<file path="config.mk">
export PLATFORM = sky130hd
export DESIGN_NAME = pal_dma_throttle
export DESIGN_NICKNAME = d
export VERILOG_FILES = /design/src/rtl/pdt_pkg.sv /design/src/rtl/pdt_word_counter.sv /design/src/rtl/pdt_holdoff_timer.sv /design/src/rtl/pal_dma_throttle.sv
export SDC_FILE = /design/constraint.sdc
export NUM_CORES = 1
export LEC_CHECK = 0
export BUFFER_PORTS_ARGS = -buffer_cell sky130_fd_sc_hd__buf_2
export CORE_AREA = 4 4 41 43
export DETAILED_ROUTE_END_ITERATION = 10
export DIE_AREA = 0 0 45 47
export GPL_ROUTABILITY_DRIVEN = 1
export PLACE_DENSITY_LB_ADDON = 0.05
export SLEW_MARGIN = 40
export SYNTH_ARGS = -nofsm -noshare
export SYNTH_HDL_FRONTEND = slang
export SYNTH_HIERARCHICAL = 1
export SYNTH_SLANG_ARGS = --single-unit
</file>
<file path="constraint.sdc">
create_clock -name clk -period 2.9 [get_ports clk]
set_input_delay 0.145 -clock clk [delete_from_list [all_inputs] [get_ports clk]]
set_output_delay 0.145 -clock clk [all_outputs]
set_load 0.02 [all_outputs]
</file>
<file path="src/rtl/pdt_pkg.sv">
package pdt_pkg;

    localparam int unsigned PDT_GROUP_WORDS = 16;
    localparam int unsigned PDT_HOLD_W      = 8;

    // Pause timer state: remaining suppressed cycles.
    typedef struct packed {
        logic                  busy;
        logic [PDT_HOLD_W-1:0] left;
    } pdt_hold_t;

    function automatic logic pdt_is_pow2(input int unsigned v);
        return (v != 0) && ((v & (v - 1)) == 0);
    endfunction

endpackage

</file>
<file path="src/rtl/pdt_word_counter.sv">
module pdt_word_counter #(
    parameter int unsigned GROUP_WORDS = pdt_pkg::PDT_GROUP_WORDS,
    localparam int unsigned CW = (GROUP_WORDS > 1) ? $clog2(GROUP_WORDS) : 1
) (
    input  logic          clk,
    input  logic          rst,
    input  logic          enable,
    input  logic          rd,
    output logic [CW-1:0] count,
    output logic          group_done
);

    localparam logic [CW-1:0] LAST = CW'(GROUP_WORDS - 1);

    initial begin
        if (!pdt_pkg::pdt_is_pow2(GROUP_WORDS))
            $error("GROUP_WORDS must be a power of two");
    end

    assign group_done = enable && rd && (count == LAST);

    always_ff @(posedge clk) begin
        if (rst || !enable) begin
            count <= '0;
        end else if (rd) begin
            count <= count + 1'b1;
        end
    end

endmodule

</file>
<file path="src/rtl/pdt_holdoff_timer.sv">
module pdt_holdoff_timer #(
    parameter int unsigned HOLD_W = pdt_pkg::PDT_HOLD_W
) (
    input  logic              clk,
    input  logic              rst,
    input  logic              enable,
    input  logic              start,
    input  logic [HOLD_W-1:0] length,
    output logic [HOLD_W-1:0] remaining,
    output logic              holding
);

    logic [HOLD_W-1:0] left_q;

    always_ff @(posedge clk) begin
        if (rst || !enable) begin
            left_q <= '0;
        end else if (start) begin
            left_q <= length;
        end else if (left_q != '0) begin
            left_q <= left_q - 1'b1;
        end
    end

    assign remaining = left_q;
    assign holding   = (left_q != '0);

endmodule

</file>
<file path="src/rtl/pal_dma_throttle.sv">
module pal_dma_throttle #(
    parameter int unsigned GROUP_WORDS = pdt_pkg::PDT_GROUP_WORDS,
    parameter int unsigned HOLD_W      = pdt_pkg::PDT_HOLD_W
) (
    input  logic              clk,
    input  logic              rst,
    input  logic [HOLD_W-1:0] hold_cycles_i,
    input  logic              pal_load_i,
    input  logic              fifo_rd_i,
    input  logic              dma_req_i,
    output logic              dma_req_o
);

    localparam int unsigned CW = (GROUP_WORDS > 1) ? $clog2(GROUP_WORDS) : 1;

    logic [CW-1:0]     grp_cnt;
    logic              grp_done;
    logic [HOLD_W-1:0] hold_left;
    logic              hold_on;

    pdt_word_counter #(
        .GROUP_WORDS(GROUP_WORDS)
    ) u_words (
        .clk       (clk),
        .rst       (rst),
        .enable    (pal_load_i),
        .rd        (fifo_rd_i),
        .count     (grp_cnt),
        .group_done(grp_done)
    );

    pdt_holdoff_timer #(
        .HOLD_W(HOLD_W)
    ) u_hold (
        .clk      (clk),
        .rst      (rst),
        .enable   (pal_load_i),
        .start    (grp_done),
        .length   (hold_cycles_i),
        .remaining(hold_left),
        .holding  (hold_on)
    );

    assign dma_req_o = dma_req_i && !hold_on;

endmodule

</file>
* Word level (Yosys, flattened, before mapping) *
Index checks and enable logic that the tools add are counted.

storage, ports and cells
  register bits after elaboration = 12
  input bits = 13
  logic and storage cells = 15
  output and inout bits = 1

cells by class
  add/sub/neg operators = 2
  muxes and demuxes = 2
  equality and inequality tests = 1
  reduce and logical (&&, ||, !) cells = 8

operators by type and width
  operator                                           count
  two-way mux 8 bit                                  2
  nonzero test 8 bit                                 1
  subtractor 8 x 1 -> 8 bit (second input constant)  1
  adder 4 x 1 -> 4 bit (second input constant)       1
  == test 4 bit (second input constant)              1
  logical AND 1 bit                                  3
  zero test 1 bit                                    2
  nonzero test 2 bit                                 1
  logical OR 1 bit                                   1

* Depth between registers and ports, before layout *
Gate-level depths: netlist of run 1.

  depth after elaboration = 3
  gate-level depth with buffers = 7
  gate-level depth less buffers = 6

* Cells and area by module *
The synthesis of run 1 kept the hierarchy.

modules (own cells, without submodules)
  module             area each (µm²)  seq. area each (µm²)  instances  cells each
  pdt_holdoff_timer  485.5            160.2                 1          54
  pdt_word_counter   198.9            80.1                  1          21
  pal_dma_throttle   13.8             0.0                   1          1

* Worst setup path before layout of run 1 *
OpenSTA, ideal clock, no wires.

  path type = register to register
  from = register u_words.count[0]
  to = register u_hold.left_q[2] (netlist: u_hold/remaining[2])
  library setup time = 127 ps
  setup slack = 1543 ps
  period minus slack after synthesis = 1357 ps
  cell stages (with the launch flop) = 8
  data required time = 2773 ps
  arrival = 1230 ps
  path buffers = 1
  cells stage by stage = dfxtp_1 -> ha_1 -> nand3_1 -> nor2_1 -> clkbuf_1 -> nor2_1 -> a22oi_1 -> nor2_1

on the way
  word-level cells in the longest chain between the ends = 3
  elaborated cells between the ends (all ways) = 4
  classes of those cells = eq/ne (1); mux (1); reduce/logical (2)

ends and longest elaborated chain
  what                                                     RTL line                 RTL
  start: declaration                                       pdt_word_counter.sv:9    output logic [CW-1:0] count,
  start signal: assignment                                 pdt_word_counter.sv:26   count <= count + 1'b1;
  == test 4 bit (*)                                        pdt_word_counter.sv:20   assign group_done = enable && rd && (count == LAST);
  logical AND 1 bit (*)                                    pdt_word_counter.sv:20
  via grp_done                                             pal_dma_throttle.sv:17   logic grp_done;
  two-way mux 8 bit or nonzero test 2 bit (tied branches)  n/a
  end signal: assignment                                   pdt_holdoff_timer.sv:19  left_q <= length;
  end signal: assignment                                   pdt_holdoff_timer.sv:21  left_q <= left_q - 1'b1;
  end: declaration                                         pdt_holdoff_timer.sv:13  logic [HOLD_W-1:0] left_q;

Mark *: on every way through the listed nets, which the timed path passes. The rest lies on a longest branch.
A chain may end at the register's enable or synchronous reset.

* Final worst setup path of run 1 *
  from = register u_words.count[0]
  to = register u_hold.left_q[7] (netlist: u_hold/remaining[7])

The elaborated chain is that of the path after synthesis.

==> results.yml, run 1 <==
outcome:
  status: "completed"
placement:
  dp_cells: 101
  portBuffers: 13
  hpwl_um: 1040
  place_congestion: 0.801
layout:
  syn_to_final_growth_pct: 15.4
  fin_cells: 105
  layout-drive-gt1-share: 0.267
  n_antenna_cell: 0
  num-nets-final: 107
  final_core_util: 0.619
detailed_routing:
  drc: 0
  ant_nets: 0
  dr.pass1.iters: 4
  wirelength_um: 1340
  vias_per_cell: 5.24
  drt_iter0_drc: 17
  wire_per_inst_um: 12.8
  vias: 550
sta:
  min_period_over_period: 0.625
  slew_headroom: 0.560
  rsz0062_at_grt: "no"
  max_freq_mhz: 552
  hold_viol_final: 0
  final-setup-viol-count: 0
  clock-skew-final_ns: 0.00324
  slew_viol_final: 0
  fin_tns_setup_ns: 0
  worstMarginPinSlew_ns: 0.658
  post-route-min-period_ns: 1.81
floorplanning:
  start_util: 0.537
  coreArea_mm2: 0.00130
  die_w_um: 45
  rows: 13
  die_h_um: 47
  ios: 14
  die-area_mm2: 0.00212
synth:
  synth_fp_nets: 92
  yosysSeqAreaShare: 0.344
  ys_ff_latch: 12
  synthFlopType: "dfxtp_1"
  synth_edf_count: 0
  synthDistinctLibCells: 30
  synth_cells: 76
  syn-cell-area_um2: 698
  syn_avg_cell_area_um2: 9.19
  async_flop_share: 0
  synth.yosys.warnings: 6
global_routing:
  track_usage: 0.145
  antenna_found_initial: 0
  grt-ovfl-total: 0
  grt_max_degree: 12
  grt_pass1_vias: 534
  grt_pass1_wl_um: 2240
setup_path:
  r2r_cells: 6
  worstPathMaxFanout: 11
  cp.required_ns: 3.05
  worstPathArrival_ns: 1.96
  endpoint_kind: "register"
  timing.rr.start: "u_words/count[0]"
  critPathLaunchType: "register"
  critPathKind: "reg -> reg"
  r2r_setup_slack_ns: 1.09
  r2r-end: "u_hold/remaining[7]"
clock_tree:
  clkLatencyLatePin_ns: 0.27
  hold_buffers: 0
  clk_pin_slew_ns: 0.08
  cts_tree: "built"
  cts_inserted_buffers: 3
  cts_sinks: 12
  cts_resized: 0
  clock-root-buffer: "clkbuf_4"
  post_cts_buffers: 0
  clockBufferDepth: 2
  htree_levels: 1
min_path:
  hold_path_end: "u_hold/remaining[3]"
  min_from: "hold_cycles_i[3]"
  worstHoldPathCells: 3
  hold_class: "in -> reg"
power:
  ir_drop_mv: 0.605
  cellPowerDensity_mw_per_mm2: 1230
  p_leak_nw: 0.352
run:
  maxCapViolations: 0
==> cells in the mapped netlist (3+ instances only) <==
cell type  instances  share of area
o22ai_1            3          0.027
nor2_1             9          0.048
xor2_1             5          0.063
a22oi_1            3          0.032
nand2_1            8          0.043
dfxtp_1           12           0.34
xnor2_1            3          0.038
ha_1               3          0.054
==> registers in the layout, summed over array words and instances (netlist names) <==
| name | cells |
|---|---|
| u_words/count | 4 |
| u_hold/remaining | 8 |
==> logic make-up (layout without fill, tap and decap cells) <==
family / count (synthesis) / count (layout) / share of synthesized area
and+or+nand+nor: 34 / 34 / 0.305
DFF: 12 / 12 / 0.344
AOI/OAI and AO/OA: 11 / 11 / 0.118
xor gates and xnor gates: 8 / 8 / 0.100
buffers and inverters: 5 / 19 / 0.0287
adders and majority gates: 3 / 3 / 0.0538
muxes: 3 / 3 / 0.0502
==> where the power goes <==
group | internal [W] | switching, W
logic | 0.000298 | 0.000289
registers | 0.000208 | 0.0000580
clock network | 0.0000762 | 0.0000586
total | 0.000583 | 0.000406
==> cells in the final DEF (no fill, tap or decap), drive strengths merged <==
cell,n
nand3,2
nor3b,2
or2,1
a21oi,2
nor4,1
or3b,1
o22ai,4
a21bo,1
clkbuf,4
nand2,9
buf,13
nand4,1
or2b,1
mux2i,2
mux2,1
nor3,2
nor2,9
xnor2,3
nor2b,1
xor2,5
ha,3
dfxtp,12
a22oi,3
nand3b,2
inv,2
nand2b,2
o32ai,1
==> metrics by stage <==
step | instance area (um^2) | setup WS (ns) | hold WS (ns) | power, W
5_1_grt | 806 | 0.912 | 0.130 | 0.00108
3_5_place_dp | 769 | 1.13 | 0.412 | 0.000858
3_3_place_gp | 769 | 1.21 | 0.408 | 0.000857
4_1_cts | 806 | 1.11 | 0.127 | 0.000995
2_1_floorplan | 698 | 1.54 | 0.299 | 0.000764
6_report | 806 | 1.09 | 0.127 | 0.000988
==> cell type report <==
type / instances / area (um^2)
Fill cell: 116 / 495
Multi-Input combinational cell: 59 / 438
Sequential cell: 12 / 240
Timing Repair Buffer: 13 / 65.1
Clock buffer: 4 / 36.3
Tap cell: 15 / 18.8
Inverter: 2 / 7.51
==> critical path, stage by stage, from the launching register on <==
cell      delay, ns
dfxtp_1        0.38
ha_1           0.22
nand3_1        0.10
nor2_1         0.51
or2_2          0.27
nand2b_1       0.14
o22ai_1        0.07
==> per-layer routing <==
layer  vias up  wire length (um)  GRT usage
li1        291                 -          -
met1       243               710      0.200
met2        14               552      0.226
met3         2                73     0.0383
met4         0                 7     0.0351
met5         -                 0          0
==> how the worst max path moves through the flow <==
stage | start | end | slack [ns] | cells after the start
finish | u_words/count[0] | u_hold/remaining[7] | 1.09 | 6
global route | u_words/count[0] | u_hold/remaining[7] | 0.91 | 6
CTS | u_words/count[0] | u_hold/remaining[7] | 1.11 | 6
detailed placement | u_words/count[0] | u_hold/remaining[7] | 1.13 | 6
global placement | u_words/count[0] | u_hold/remaining[7] | 1.21 | 6
floorplan | u_words/count[0] | u_hold/remaining[2] | 1.54 | 7
Power figures use the tool's default switching activity.
==> inputs of run 2 (changes only) <==
- ABC_AREA: not set -> 1
- CORE_AREA: 4 4 41 43 -> not set
- CORE_MARGIN: not set -> 4
- CORE_UTILIZATION: not set -> 46
- DIE_AREA: 0 0 45 47 -> not set
- clock period: 2.9 -> 1.5 ns (I/O delays scaled with it)
==> results.yml, run 2 <==
outcome:
  status: "completed"
setup_path:
  worstPathArrival_ns: 1.60
  r2r-end: "u_hold/remaining[7]"
  worstPathMaxFanout: 6
  cp_top_family: "simple AND/OR/NAND/NOR gates"
  critPathLaunchType: "register"
  worstSetupPathDepth: 7
  r2r_cells: 7
  critical-path-max-stage-delay_ns: 0.34
  crit_buf_inv: 0
  endpoint: "u_hold/remaining[7]"
  startpoint: "u_words/count[0]"
  critPathKind: "reg -> reg"
  worstPathCellList: "ha_1 > nand2_1 > nor2_2 > and3_2 > nor2_4 > nand3_1 > a21oi_1"
  r2r_setup_slack_ns: 0.1
  endpoint_kind: "register"
  cp.required_ns: 1.70
  cpMaxStageDelayCell: "dfxtp_2"
  timing.rr.start: "u_words/count[0]"
global_routing:
  grt-ovfl-total: 0
  grt_pass1_wl_um: 2530
  track_usage: 0.164
  grt_pass1_vias: 632
  antenna_found_initial: 0
  grt_max_degree: 10
power:
  p_leak_nw: 0.394
  cellPowerDensity_mw_per_mm2: 1670
  ir_drop_mv: 0.717
placement:
  place_congestion: 0.826
  post_dp_cell_area_um2: 774
  hpwl_um: 1090
  portBuffers: 13
clock_tree:
  cts_inserted_buffers: 3
  clockBufferDepth: 2
  clk_pin_slew_ns: 0.08
  htree_levels: 1
  cts_sinks: 12
  cts_tree: "built"
  clkLatencyLatePin_ns: 0.27
  clock-root-buffer: "clkbuf_4"
layout:
  n_antenna_cell: 0
  layout-drive-gt1-share: 0.309
  syn_to_final_growth_pct: 24.7
  final_area_um2: 858
  final_common_cell: "nand2_1"
  final_cell_mix: "26 x nand2_1, 13 x inv_1, 12 x buf_2, 10 x a21oi_1, 9 x nor2_1"
  fillerInstances: 147
  num-nets-final: 140
  largest_register_ffs: 8
floorplanning:
  rows: 13
  ios: 14
  coreArea_mm2: 0.00135
  die-area_mm2: 0.00218
  start_util: 0.510
  die_w_um: 46.7
  die_h_um: 46.7
synth:
  yosysSeqAreaShare: 0.349
  synth.yosys.warnings: 6
  synth_cells: 103
  async_flop_share: 0
  synth_edf_count: 0
  synthFlopType: "dfxtp_1"
  syn_avg_cell_area_um2: 6.68
  synth_area_leaders: "dfxtp_1 35%, nand2_1 14%, inv_1 7.6%, a21oi_1 7.3%, ha_1 5.5%"
  synthDistinctLibCells: 17
  syn-cell-area_um2: 688
  ys_ff_latch: 12
  synth_top_cell_area_share: 0.349
  yosys.cell_count.top_type: "nand2_1"
  synth_top_cell_by_area: "dfxtp_1"
  synth_fp_nets: 119
  netlist_top_cells_count: "26 x nand2_1, 14 x inv_1, 12 x dfxtp_1, 10 x a21oi_1, 10 x nor2_1"
sta:
  final-setup-viol-count: 0
  min_period_over_period: 0.936
  rsz0062_at_grt: "yes"
  slew_headroom: 0.809
  max_freq_mhz: 712
  worstMarginPinSlew_ns: 0.285
  post-route-min-period_ns: 1.40
  hold_viol_final: 0
  slew_viol_final: 0
  clock-skew-final_ns: 0.00137
  fin_tns_setup_ns: 0
detailed_routing:
  wirelength_um: 1430
  vias: 683
  dr.pass1.iters: 4
  ant_nets: 0
  vias_per_cell: 4.95
  wire_per_inst_um: 10.4
  drc: 0
  drt_iter0_drc: 19
min_path:
  min_from: "fifo_rd_i"
  hold_class: "in -> reg"
run:
  maxCapViolations: 0
run 2: cell types whose count changed after synthesis, sizes merged, moves of 3 or more:
cell and delta:
o21ai +6, a21oi +8, nor2 +7, inv +12, a22oi -3, o22ai -4, xnor2 -3, nand2 +20
run 2: how the worst min path moves through the flow:
| stage | slack (ns) | cells past startpoint | endpoint |
|---|---|---|---|
| after floorplan | 0.16 | 1 | u_words/count[1] |
| after global placement | 0.31 | 2 | u_words/count[1] |
| after detailed placement | 0.32 | 2 | u_words/count[1] |
| after CTS | 0.02 | 2 | u_words/count[1] |
| after global routing | 0.02 | 2 | u_words/count[1] |
| final | 0.02 | 2 | u_words/count[1] |
run 2: power breakdown:
group | switching [W] | leakage, nW | internal [W]
Clock | 0.000110 | 0.0210 | 0.000147
Sequential | 0.0000437 | 0.0995 | 0.000375
Combinational | 0.000434 | 0.274 | 0.000325
run 2: cell type report:
cell class,count,area (um^2),area share
flip-flops and latches,12,245,0.286
multi-input cells,76,412,0.480
clock buffers,4,36.3,0.0423
inverters,15,56.3,0.0656
repair buffers,16,90.1,0.105
well taps,15,18.8,0.0219
run 2: timing repair:
item	4_1_cts	5_1_grt
hold buffers	0	0
gates resized for setup	1	10
buffers inserted	2	0
endpoints found under the setup margin	4	9
cloned	0	1
pin swaps	1	1
run 2: worst register-to-register path, cell delays in order (launching register included):
cell	delay, ns
dfxtp_2	0.34
ha_1	0.18
nand2_1	0.11
nor2_2	0.05
and3_2	0.25
nor2_4	0.18
nand3_1	0.09
a21oi_1	0.14
run 2: kinds of logic (layout without fill, tap and decap cells):
group	Yosys count	count (layout)	synth area share
DFF	12	12	0.349
AOI/OAI and AO/OA	17	17	0.127
buffers and inverters	16	35	0.0891
xor gates and xnor gates	3	3	0.0382
and+or+nand+nor	52	53	0.342
adders and majority gates	3	3	0.0546
run 2: routing by layer:
layer  vias up  GRT usage  wire, um
li1        366          -         -
met1       300      0.195       642
met2        15      0.258       691
met3         2     0.0664        83
met4         0     0.0663        13
met5         -          0         0
run 2: through the flow:
stage,util,setup WS [ns],std cells,hold WS [ns],total power (W)
after floorplan,-,0.158,103,0.164,0.000939
after global placement,0.574,0.0453,131,0.314,0.00106
after detailed placement,0.574,0.00474,131,0.321,0.00107
after CTS,0.613,0.00959,137,0.0235,0.00140
after global routing,0.636,-0.0156,138,0.0214,0.00158
final,0.636,0.0957,138,0.0240,0.00143
==> inputs of run 3 (changes only) <==
--- a/config.mk
+++ b/config.mk
@@ -8,6 +8,8 @@
 export ABC_AREA = 1
 export BUFFER_PORTS_ARGS = -buffer_cell sky130_fd_sc_hd__buf_2
+export CAP_MARGIN = 10
 export CORE_MARGIN = 4
 export CORE_UTILIZATION = 46
+export CTS_BUF_LIST = sky130_fd_sc_hd__clkbuf_16
 export DETAILED_ROUTE_END_ITERATION = 10
 export GPL_ROUTABILITY_DRIVEN = 1
==> constraint.sdc (replaced) <==
create_clock -name clk -period 1.5 [get_ports clk]
set_input_delay 0.3 -clock clk [delete_from_list [all_inputs] [get_ports clk]]
set_output_delay 0.3 -clock clk [all_outputs]
set_load 0.02 [all_outputs]
==> results.yml, run 3 (synthesis gave the netlist of run 2 again) <==
power:
  finalPower_w: 0.00178
  ir_drop_mv: 1.57
  cellPowerDensity_mw_per_mm2: 1810
  p_leak_nw: 0.453
sta:
  slew_headroom: 0.804
  max_freq_mhz: 683
  slew_viol_final: 0
  hold_viol_final: 0
  hold_slack_ns: 0.301
  fin_tns_setup_ns: 0
  post-route-min-period_ns: 1.46
  min_period_over_period: 0.976
  clock-skew-final_ns: 0.00225
  rsz0062_at_grt: "yes"
  worstMarginPinSlew_ns: 0.294
  fin_ws_ns: 0.0366
  final-setup-viol-count: 0
layout:
  final_area_um2: 982
  syn_to_final_growth_pct: 42.7
  num-nets-final: 147
  n_antenna_cell: 0
  final_common_cell: "nand2_1"
  layout-drive-gt1-share: 0.369
  final_cell_mix: "26 x nand2_1, 12 x buf_2, 11 x inv_1, 11 x buf_4, 10 x a21oi_1"
  largest_register_ffs: 8
global_routing:
  grt_max_degree: 10
  track_usage: 0.185
  grt_pass1_vias: 682
  antenna_found_initial: 0
  grt-ovfl-total: 0
  grt_pass1_wl_um: 2740
clock_tree:
  htree_levels: 1
  clk_pin_slew_ns: 0.04
  clockBufferDepth: 2
  cts_inserted_buffers: 3
  cts_tree: "built"
  hold_buffers: 0
  clock-root-buffer: "clkbuf_16"
  clkLatencyLatePin_ns: 0.24
  cts_sinks: 12
placement:
  pre_cts_ws_ns: 0.0198
  post_dp_cell_area_um2: 797
  place_congestion: 0.807
  hpwl_um: 1150
  portBuffers: 13
run:
  maxCapViolations: 0
floorplanning:
  die_w_um: 46.7
  start_util: 0.510
  ios: 14
  coreArea_mm2: 0.00135
  die-area_mm2: 0.00218
  die_h_um: 46.7
  rows: 13
detailed_routing:
  vias: 728
  wirelength_um: 1660
  ant_nets: 0
  wire_per_inst_um: 11.4
  drc: 0
  vias_per_cell: 5.02
  dr.pass1.iters: 4
  drt_iter0_drc: 22
setup_path:
  critPathLaunchType: "register"
  critPathKind: "reg -> out"
  worstPathMaxFanout: 2
  endpoint_kind: "primary output"
  cp.required_ns: 1.20
  worstPathArrival_ns: 1.16
outcome:
  status: "completed"
min_path:
  hold_class: "in -> reg"
run 3: cell types whose count changed in the layout (fill, tap and decap cells not counted), moves of 2 or more:
cell,change
buf_4,+7
clkbuf_16,+3
inv_1,-2
inv_2,+3
clkbuf_4,-3
run 3: stage by stage:
stage | cells | util
after floorplan | 103 | -
after global placement | 134 | 0.590
after detailed placement | 134 | 0.590
after CTS | 143 | 0.698
after global routing | 145 | 0.728
final | 145 | 0.728
run 3: area by class of cell:
type | count | area (um^2)
well taps | 15 | 18.8
clock inverters | 1 | 3.75
inverters | 15 | 56.3
repair buffers | 24 | 154
flip-flops and latches | 12 | 245
multi-input cells | 75 | 429
clock buffers | 3 | 75.1
fillers | 113 | 368
run 3: path summary, 6_finish.rpt:
check,cells past startpoint,start,to,slack (ns)
setup / recovery,7,u_hold/remaining[0],dma_req_o,0.04
hold / removal,2,fifo_rd_i,u_words/count[1],0.30
setup reg to reg,8,u_hold/remaining[0],u_hold/remaining[4],0.11
hold reg to reg,2,u_words/count[3],u_words/count[3],0.50
run 3: where the power goes:
group          internal, W  switching, W
logic             0.000372      0.000486
clock network     0.000351      0.000141
registers         0.000378     0.0000480
total              0.00110      0.000675
run 3: routing by layer:
layer  global-route usage  part of all wire  routed length, um  vias to the layer above
li1                     -                 -                  -                      382
met1                0.180              0.39                641                      333
met2                0.352              0.55                913                       11
met3               0.0781             0.055                 91                        2
met4               0.0497            0.0066                 11                        0
met5                    0                 0                  0                        -
run 3: what timing repair did:
action                                  CTS  global route
pin swaps                                 4             2
endpoints found under the setup margin    1             9
resized for setup                        10             9
buffers inserted                          5             2
run 3: critical path: stages, from the launching register on:
cell,delay (ns)
dfxtp_2,0.32
inv_2,0.07
ha_4,0.14
nand3_4,0.06
nor2_4,0.09
inv_2,0.04
nor2_2,0.08
buf_6,0.12
